`config.mk`:
```
export PLATFORM = sky130hd
export DESIGN_NAME = useq_top
export DESIGN_NICKNAME = d
export VERILOG_FILES = /design/src/rtl/useq_pkg.sv /design/src/rtl/useq_ctrl.sv /design/src/rtl/useq_dpath.sv /design/src/rtl/useq_top.sv
export SDC_FILE = /design/constraint.sdc
export NUM_CORES = 1
export LEC_CHECK = 0
export BUFFER_PORTS_ARGS = -buffer_cell sky130_fd_sc_hd__buf_4
export CAP_MARGIN = 15
export CORE_MARGIN = 2
export CORE_UTILIZATION = 45
export DETAILED_ROUTE_END_ITERATION = 16
export PLACE_DENSITY = 0.66
export SETUP_SLACK_MARGIN = 0.1
export SYNTH_ARGS = -nofsm -noshare
export SYNTH_HDL_FRONTEND = slang
export SYNTH_SLANG_ARGS = --single-unit
```
`constraint.sdc`:
```
create_clock -name clk -period 5.6 [get_ports clk]
set_input_delay 0.56 -clock clk [delete_from_list [all_inputs] [get_ports clk]]
set_output_delay 0.56 -clock clk [all_outputs]
set_load 0.01 [all_outputs]
```
`src/rtl/useq_pkg.sv`:
```
package useq_pkg;

  typedef enum logic [1:0] {
    PH_FETCH = 2'b00,
    PH_INDIR = 2'b01,
    PH_EXEC  = 2'b10,
    PH_INTR  = 2'b11
  } phase_e;

  localparam logic [2:0] OPC_ADD  = 3'b000;
  localparam logic [2:0] OPC_ISZ  = 3'b001;
  localparam logic [2:0] OPC_BSA  = 3'b010;
  localparam logic [2:0] OPC_HALT = 3'b111;

  // one bit per register transfer the sequencer may request in a step
  typedef struct packed {
    logic mar_from_pc;
    logic mar_from_ir;
    logic mar_from_save;
    logic mbr_from_mem;
    logic mbr_from_pc;
    logic mbr_inc;
    logic ir_from_mbr;
    logic ir_addr_from_mbr;
    logic pc_inc;
    logic pc_from_ir;
    logic pc_from_vec;
    logic pc_skip_zero;
    logic acc_add;
    logic mem_rd;
    logic mem_wr;
  } uop_t;

endpackage

```
`src/rtl/useq_ctrl.sv`:
```
module useq_ctrl
  import useq_pkg::*;
(
  input  logic       clk,
  input  logic       rst,
  input  logic       irq,
  input  logic [2:0] ir_op,
  input  logic       mbr_ind,
  output uop_t       uop,
  output phase_e     phase_q,
  output logic       halted_q,
  output logic       irq_ack
);

  localparam int STW = 2;

  logic [STW-1:0] step_q;
  logic           ien_q;
  logic           last_step;
  logic           halt_now;
  phase_e         phase_nxt;
  logic           take_irq;

  assign take_irq = irq && ien_q;

  always_comb begin
    uop       = '0;
    last_step = 1'b0;
    halt_now  = 1'b0;
    phase_nxt = phase_q;
    unique case (phase_q)
      PH_FETCH: begin
        unique case (step_q)
          2'd0: uop.mar_from_pc = 1'b1;
          2'd1: begin
            uop.mem_rd       = 1'b1;
            uop.mbr_from_mem = 1'b1;
            uop.pc_inc       = 1'b1;
          end
          default: begin
            uop.ir_from_mbr = 1'b1;
            last_step       = 1'b1;
            phase_nxt       = mbr_ind ? PH_INDIR : PH_EXEC;
          end
        endcase
      end
      PH_INDIR: begin
        unique case (step_q)
          2'd0: uop.mar_from_ir = 1'b1;
          2'd1: begin
            uop.mem_rd       = 1'b1;
            uop.mbr_from_mem = 1'b1;
          end
          default: begin
            uop.ir_addr_from_mbr = 1'b1;
            last_step            = 1'b1;
            phase_nxt            = PH_EXEC;
          end
        endcase
      end
      PH_EXEC: begin
        if (!halted_q) begin
          unique case (ir_op)
            OPC_ADD: begin
              unique case (step_q)
                2'd0: uop.mar_from_ir = 1'b1;
                2'd1: begin
                  uop.mem_rd       = 1'b1;
                  uop.mbr_from_mem = 1'b1;
                end
                default: begin
                  uop.acc_add = 1'b1;
                  last_step   = 1'b1;
                end
              endcase
            end
            OPC_ISZ: begin
              unique case (step_q)
                2'd0: uop.mar_from_ir = 1'b1;
                2'd1: begin
                  uop.mem_rd       = 1'b1;
                  uop.mbr_from_mem = 1'b1;
                end
                2'd2: uop.mbr_inc = 1'b1;
                default: begin
                  uop.mem_wr       = 1'b1;
                  uop.pc_skip_zero = 1'b1;
                  last_step        = 1'b1;
                end
              endcase
            end
            OPC_BSA: begin
              unique case (step_q)
                2'd0: begin
                  uop.mar_from_ir = 1'b1;
                  uop.mbr_from_pc = 1'b1;
                end
                2'd1: begin
                  uop.pc_from_ir = 1'b1;
                  uop.mem_wr     = 1'b1;
                end
                default: begin
                  uop.pc_inc = 1'b1;
                  last_step  = 1'b1;
                end
              endcase
            end
            default: halt_now = 1'b1;
          endcase
          if (last_step) phase_nxt = take_irq ? PH_INTR : PH_FETCH;
        end
      end
      default: begin
        unique case (step_q)
          2'd0: uop.mbr_from_pc = 1'b1;
          2'd1: begin
            uop.mar_from_save = 1'b1;
            uop.pc_from_vec   = 1'b1;
          end
          default: begin
            uop.mem_wr = 1'b1;
            last_step  = 1'b1;
            phase_nxt  = PH_FETCH;
          end
        endcase
      end
    endcase
  end

  always_ff @(posedge clk) begin
    if (rst) begin
      phase_q  <= PH_FETCH;
      step_q   <= '0;
      ien_q    <= 1'b1;
      halted_q <= 1'b0;
    end else if (halt_now) begin
      halted_q <= 1'b1;
    end else if (last_step) begin
      phase_q <= phase_nxt;
      step_q  <= '0;
      if (phase_nxt == PH_INTR) ien_q <= 1'b0;
    end else if (!halted_q) begin
      step_q <= step_q + 1'b1;
    end
  end

  assign irq_ack = (phase_q == PH_INTR) && (step_q == '0);


  strobe_excl_chk: assert property (@(posedge clk) disable iff (rst)
    !(uop.mem_rd && uop.mem_wr));


  after_fetch_chk: assert property (@(posedge clk) disable iff (rst)
    (phase_q == PH_FETCH && last_step) |=> (phase_q == PH_INDIR || phase_q == PH_EXEC));


  after_indir_chk: assert property (@(posedge clk) disable iff (rst)
    (phase_q == PH_INDIR && last_step) |=> (phase_q == PH_EXEC));


  ack_once_chk: assert property (@(posedge clk) disable iff (rst)
    irq_ack |=> (!ien_q && !irq_ack));


  halt_sticky_chk: assert property (@(posedge clk) disable iff (rst)
    halted_q |=> (halted_q && uop == '0));

endmodule

```
`src/rtl/useq_dpath.sv`:
```
module useq_dpath
  import useq_pkg::*;
#(
  parameter int AW = 12,
  parameter int DW = 16,
  parameter logic [AW-1:0] RESET_PC  = 12'h010,
  parameter logic [AW-1:0] SAVE_ADDR = 12'h000,
  parameter logic [AW-1:0] VEC_ADDR  = 12'h001
)(
  input  logic          clk,
  input  logic          rst,
  input  uop_t          uop,
  input  logic [DW-1:0] mem_rdata,
  output logic [AW-1:0] mar_q,
  output logic [DW-1:0] mbr_q,
  output logic [AW-1:0] pc_q,
  output logic [DW-1:0] acc_q,
  output logic [2:0]    ir_op,
  output logic          mbr_ind
);

  localparam int PADW = DW - AW;

  logic [DW-1:0] ir_q;
  logic          mbr_zero;
  logic          skip_now;

  function automatic logic [DW-1:0] word_add(input logic [DW-1:0] a, input logic [DW-1:0] b);
    return a + b;
  endfunction

  function automatic logic [DW-1:0] word_inc(input logic [DW-1:0] a);
    return a + {{(DW-1){1'b0}}, 1'b1};
  endfunction

  function automatic logic [AW-1:0] addr_inc(input logic [AW-1:0] a);
    return a + {{(AW-1){1'b0}}, 1'b1};
  endfunction

  assign mbr_zero = (mbr_q == '0);
  assign skip_now = uop.pc_skip_zero && mbr_zero;
  assign ir_op    = ir_q[DW-1 -: 3];
  assign mbr_ind  = mbr_q[AW];

  always_ff @(posedge clk) begin
    if (rst) begin
      pc_q  <= RESET_PC;
      mar_q <= '0;
      mbr_q <= '0;
      ir_q  <= '0;
      acc_q <= '0;
    end else begin
      if (uop.mar_from_pc)        mar_q <= pc_q;
      else if (uop.mar_from_ir)   mar_q <= ir_q[AW-1:0];
      else if (uop.mar_from_save) mar_q <= SAVE_ADDR;

      if (uop.mbr_from_mem)      mbr_q <= mem_rdata;
      else if (uop.mbr_from_pc)  mbr_q <= {{PADW{1'b0}}, pc_q};
      else if (uop.mbr_inc)      mbr_q <= word_inc(mbr_q);

      if (uop.ir_from_mbr)           ir_q <= mbr_q;
      else if (uop.ir_addr_from_mbr) ir_q <= {ir_q[DW-1:AW], mbr_q[AW-1:0]};

      if (uop.pc_from_vec)                 pc_q <= VEC_ADDR;
      else if (uop.pc_from_ir)             pc_q <= ir_q[AW-1:0];
      else if (uop.pc_inc || skip_now)     pc_q <= addr_inc(pc_q);

      if (uop.acc_add) acc_q <= word_add(acc_q, mbr_q);
    end
  end


  isz_skip_chk: assert property (@(posedge clk) disable iff (rst)
    (uop.pc_skip_zero && mbr_zero) |=> (pc_q == addr_inc($past(pc_q))));


  isz_noskip_chk: assert property (@(posedge clk) disable iff (rst)
    (uop.pc_skip_zero && !mbr_zero) |=> $stable(pc_q));


  fetch_read_chk: assert property (@(posedge clk) disable iff (rst)
    uop.mar_from_pc |=> (mar_q == pc_q));

endmodule

```
`src/rtl/useq_top.sv`:
```
module useq_top
  import useq_pkg::*;
#(
  parameter int AW = 12,
  parameter int DW = 16,
  parameter logic [AW-1:0] RESET_PC  = 12'h010,
  parameter logic [AW-1:0] SAVE_ADDR = 12'h000,
  parameter logic [AW-1:0] VEC_ADDR  = 12'h001
)(
  input  logic          clk,
  input  logic          rst,
  input  logic          irq,
  input  logic [DW-1:0] mem_rdata,
  output logic [AW-1:0] mem_addr,
  output logic [DW-1:0] mem_wdata,
  output logic          mem_rd,
  output logic          mem_wr,
  output logic          irq_ack,
  output logic [1:0]    phase,
  output logic [AW-1:0] pc,
  output logic [DW-1:0] acc,
  output logic          halted
);

  uop_t       uop;
  phase_e     phase_q;
  logic [2:0] ir_op;
  logic       mbr_ind;

  useq_ctrl u_ctrl (
    .clk      (clk),
    .rst      (rst),
    .irq      (irq),
    .ir_op    (ir_op),
    .mbr_ind  (mbr_ind),
    .uop      (uop),
    .phase_q  (phase_q),
    .halted_q (halted),
    .irq_ack  (irq_ack)
  );

  useq_dpath #(
    .AW(AW), .DW(DW), .RESET_PC(RESET_PC), .SAVE_ADDR(SAVE_ADDR), .VEC_ADDR(VEC_ADDR)
  ) u_dpath (
    .clk       (clk),
    .rst       (rst),
    .uop       (uop),
    .mem_rdata (mem_rdata),
    .mar_q     (mem_addr),
    .mbr_q     (mem_wdata),
    .pc_q      (pc),
    .acc_q     (acc),
    .ir_op     (ir_op),
    .mbr_ind   (mbr_ind)
  );

  assign mem_rd = uop.mem_rd;
  assign mem_wr = uop.mem_wr;
  assign phase  = phase_q;


  wr_phase_chk: assert property (@(posedge clk) disable iff (rst)
    mem_wr |-> (phase == 2'b10 || phase == 2'b11));


  halt_pc_chk: assert property (@(posedge clk) disable iff (rst)
    halted |=> $stable(pc));


  vector_chk: assert property (@(posedge clk) disable iff (rst)
    irq_ack |=> ##1 (pc == VEC_ADDR));

endmodule

```
==> results.cfg <==
[run_status]
status = complete, no violations

[place]
gp_congestion = 0.8683
port_buffers = 80
place_inst = 766
dp_hpwl_um = 9307

[yosys]
syn_nets = 629
yosys-top-cells-count = 77 x dfxtp_1, 77 x nand2_1, 76 x nor2_1
syn-mean-instance-area_sq_um = 7.933
yosysWarnings = 0
syn-instance-count = 582
ys_top_cells_by_area = dfxtp_1 33%, ha_1 7.3%, nand2_1 6.3%
synth-main-ff-cell = dfxtp_1
synth_top_area_share_pct = 33.39
ys_seq_area_share_pct = 33.39
syn_area_sq_mm = 0.004617
async_flop_share_pct = 0
ys_ff_latch = 77
synth_top_cell_by_area = dfxtp_1
synth_edf_count = 0
synth_cell_types = 62

[global_routing]
grt_use_total_pct = 24.47
antenna_found_initial = 0
grt_remaining_overflow = 0
grt_pass1_wl_um = 21910
grt_pass1_vias = 4310
grt_max_degree = 68

[floorplanning]
coreArea_sq_mm = 0.009864
fp.dieW_um = 105.3
dieArea_sq_mm = 0.01109
initial_core_util_pct = 46.80
rows = 36
io_pins = 81
die_y_um = 105.3

[clock_network]
worstSkewPairLatency_ps = 370
clock_sinks = 77
cts_made_buffers = 9
hold_buffers = 0
tritoncts = yes
post_cts_buffers = 0
cts_max_path_buffers = 2
htreeDepth = 3
clk_pin_slew_ps = 90
post_cts_resized = 0
cts_root_buf = clkbuf_8

[detailed_routing]
ant_nets = 0
first_pass_iters = 5
drt_iter0_markers = 318
drc_errors = 0
vias = 4492
via_per_inst = 5.744
wire_per_inst_um = 16.91
wl_um = 13220

[timing]
tns_ps = 0
period_needed_ps = 3274
slew_violations = 0
finalSetupViolCount = 0
min_period_over_period_pct = 58.47
tightestPinTransition_ps = 926.4
finalHoldViolCount = 0
fmax_ghz = 0.3054
rsz0062_at_grt = false
slew_headroom_pct = 38.01
clock-skew-final_ps = 17.74

[worst_setup_path]
worstSetupPathType = register to primary output
arrival_ps = 2710
cp-startpoint = u_ctrl.phase_q[1]
slowest_stage = dfxtp_1
worst_path_largest_cell_delay_ps = 490
cp_num_buf_inv = 1
crit_chain = ha_1 > or3b_4 > nor3_4 > nand2_1 > a21oi_1 > a21o_1 > buf_4
cpLargestDelayFamily = simple AND/OR/NAND/NOR gates
worstPathMaxFanout = 11
cp-end-kind = primary output
rrSetupSlack_ps = 2380
critPathRequiredTime_ps = 5040
timing.rr.start = u_ctrl.phase_q[0]
cp-start-kind = register

[finish]
final_cells = 782
drive_above_1_share_pct = 18.80
insertedDiodeCount = 0
area_growth_pct = 18.21
nNetsFinal = 691

[worst_hold_path]
hold_start = mem_rdata[12]
hold_class = input port to register

[flow_run]
maxCapViolations = 0

[pwr]
leakage_nw = 2.184
peakVddDrop_mv = 0.2208
powerDensity_mw_per_mm2 = 464.2
[cell families (layout without fill, tap and decap cells)]
group / Yosys count / count (layout) / synth area share (%)
simple gates: 240 / 240 / 24.44
compound gates: 161 / 161 / 23.77
flops: 77 / 77 / 33.39
buf+inv: 47 / 114 / 4.959
fa+ha+maj: 28 / 28 / 7.751
xor+xnor: 24 / 24 / 4.553
mux: 5 / 5 / 1.138
[metal layers]
| metal | share of wire (%) | track usage, % | vias up |
|---|---|---|---|
| li1 | - | - | 2222 |
| met5 | 0 | 0 | - |
| met2 | 47 | 39.40 | 123 |
| met3 | 5.8 | 5.071 | 19 |
| met4 | 1.3 | 7.333 | 0 |
| met1 | 46 | 32.97 | 2128 |
[worst paths after layout]
check	cells after the start	end
worst max-delay path	7	mem_wr
worst min-delay path	3	u_dpath.mbr_q[12]
worst min register to register	2	u_dpath.ir_q[11]
worst max register to register	11	u_dpath.mbr_q[9]
[where the power goes]
group          total, mW  switching, mW  internal, mW  leakage, nW
Sequential         0.859          0.211         0.648        0.624
Combinational       1.21          0.718         0.492         1.46
Clock              0.464          0.247         0.217        0.105
[flip-flops by register name (all words and copies together) (netlist names)]
register,flops
u_ctrl.ien_q,1
u_ctrl.halted_q,1
u_dpath.ir_q,15
u_dpath.acc_q,16
u_dpath.mar_q,12
u_ctrl.phase_q,2
u_dpath.pc_q,12
u_dpath.mbr_q,16
u_ctrl.step_q,2
[final cells by class]
type | count | area [sq um]
well taps | 133 | 166.4
repair buffers | 85 | 638.1
inverters | 13 | 48.80
multi-input cells | 458 | 2853
flip-flops and latches | 77 | 1541
fillers | 912 | 4407
clock inverters | 7 | 86.33
clock buffers | 9 | 123.9
[stage by stage]
step / total power, mW / hold slack, ps / area (sq um) / setup slack, ps / util, %
finish: 2.534 / 439.2 / 5458 / 2326 / 55.33
global route: 2.721 / 430.7 / 5458 / 2103 / 55.33
CTS: 2.539 / 432.6 / 5458 / 2359 / 55.33
detailed placement: 2.072 / 462.3 / 5248 / 2458 / 53.20
global placement: 2.039 / 463.3 / 5248 / 2587 / 53.20
floorplan: 1.721 / 448.2 / 4617 / 3093 / -
[placed cells by master, fill, tap and decap left out, types with 11 or more instances in the layout]
cell type  netlist  layout
o21ai_0         20      20
nand2_1         77      77
a22oi_1         11      11
nand3_1         23      23
inv_1           13      13
a211oi_1        28      28
and3_1          11      11
nor3_1          16      16
a21oi_1         49      49
dfxtp_1         77      77
buf_4            4      85
xnor2_1         18      18
ha_1            27      27
a222oi_1        12      12
nor2_1          76      76
[tightest hold or removal path, delay by kind of cell]
kind / cells / cell delay (ps)
AND/OR/NAND/NOR: 1 / 70
AO/OA/AOI/OAI: 1 / 50
buffers and inverters: 1 / 80
Power figures use the tool's default switching activity.
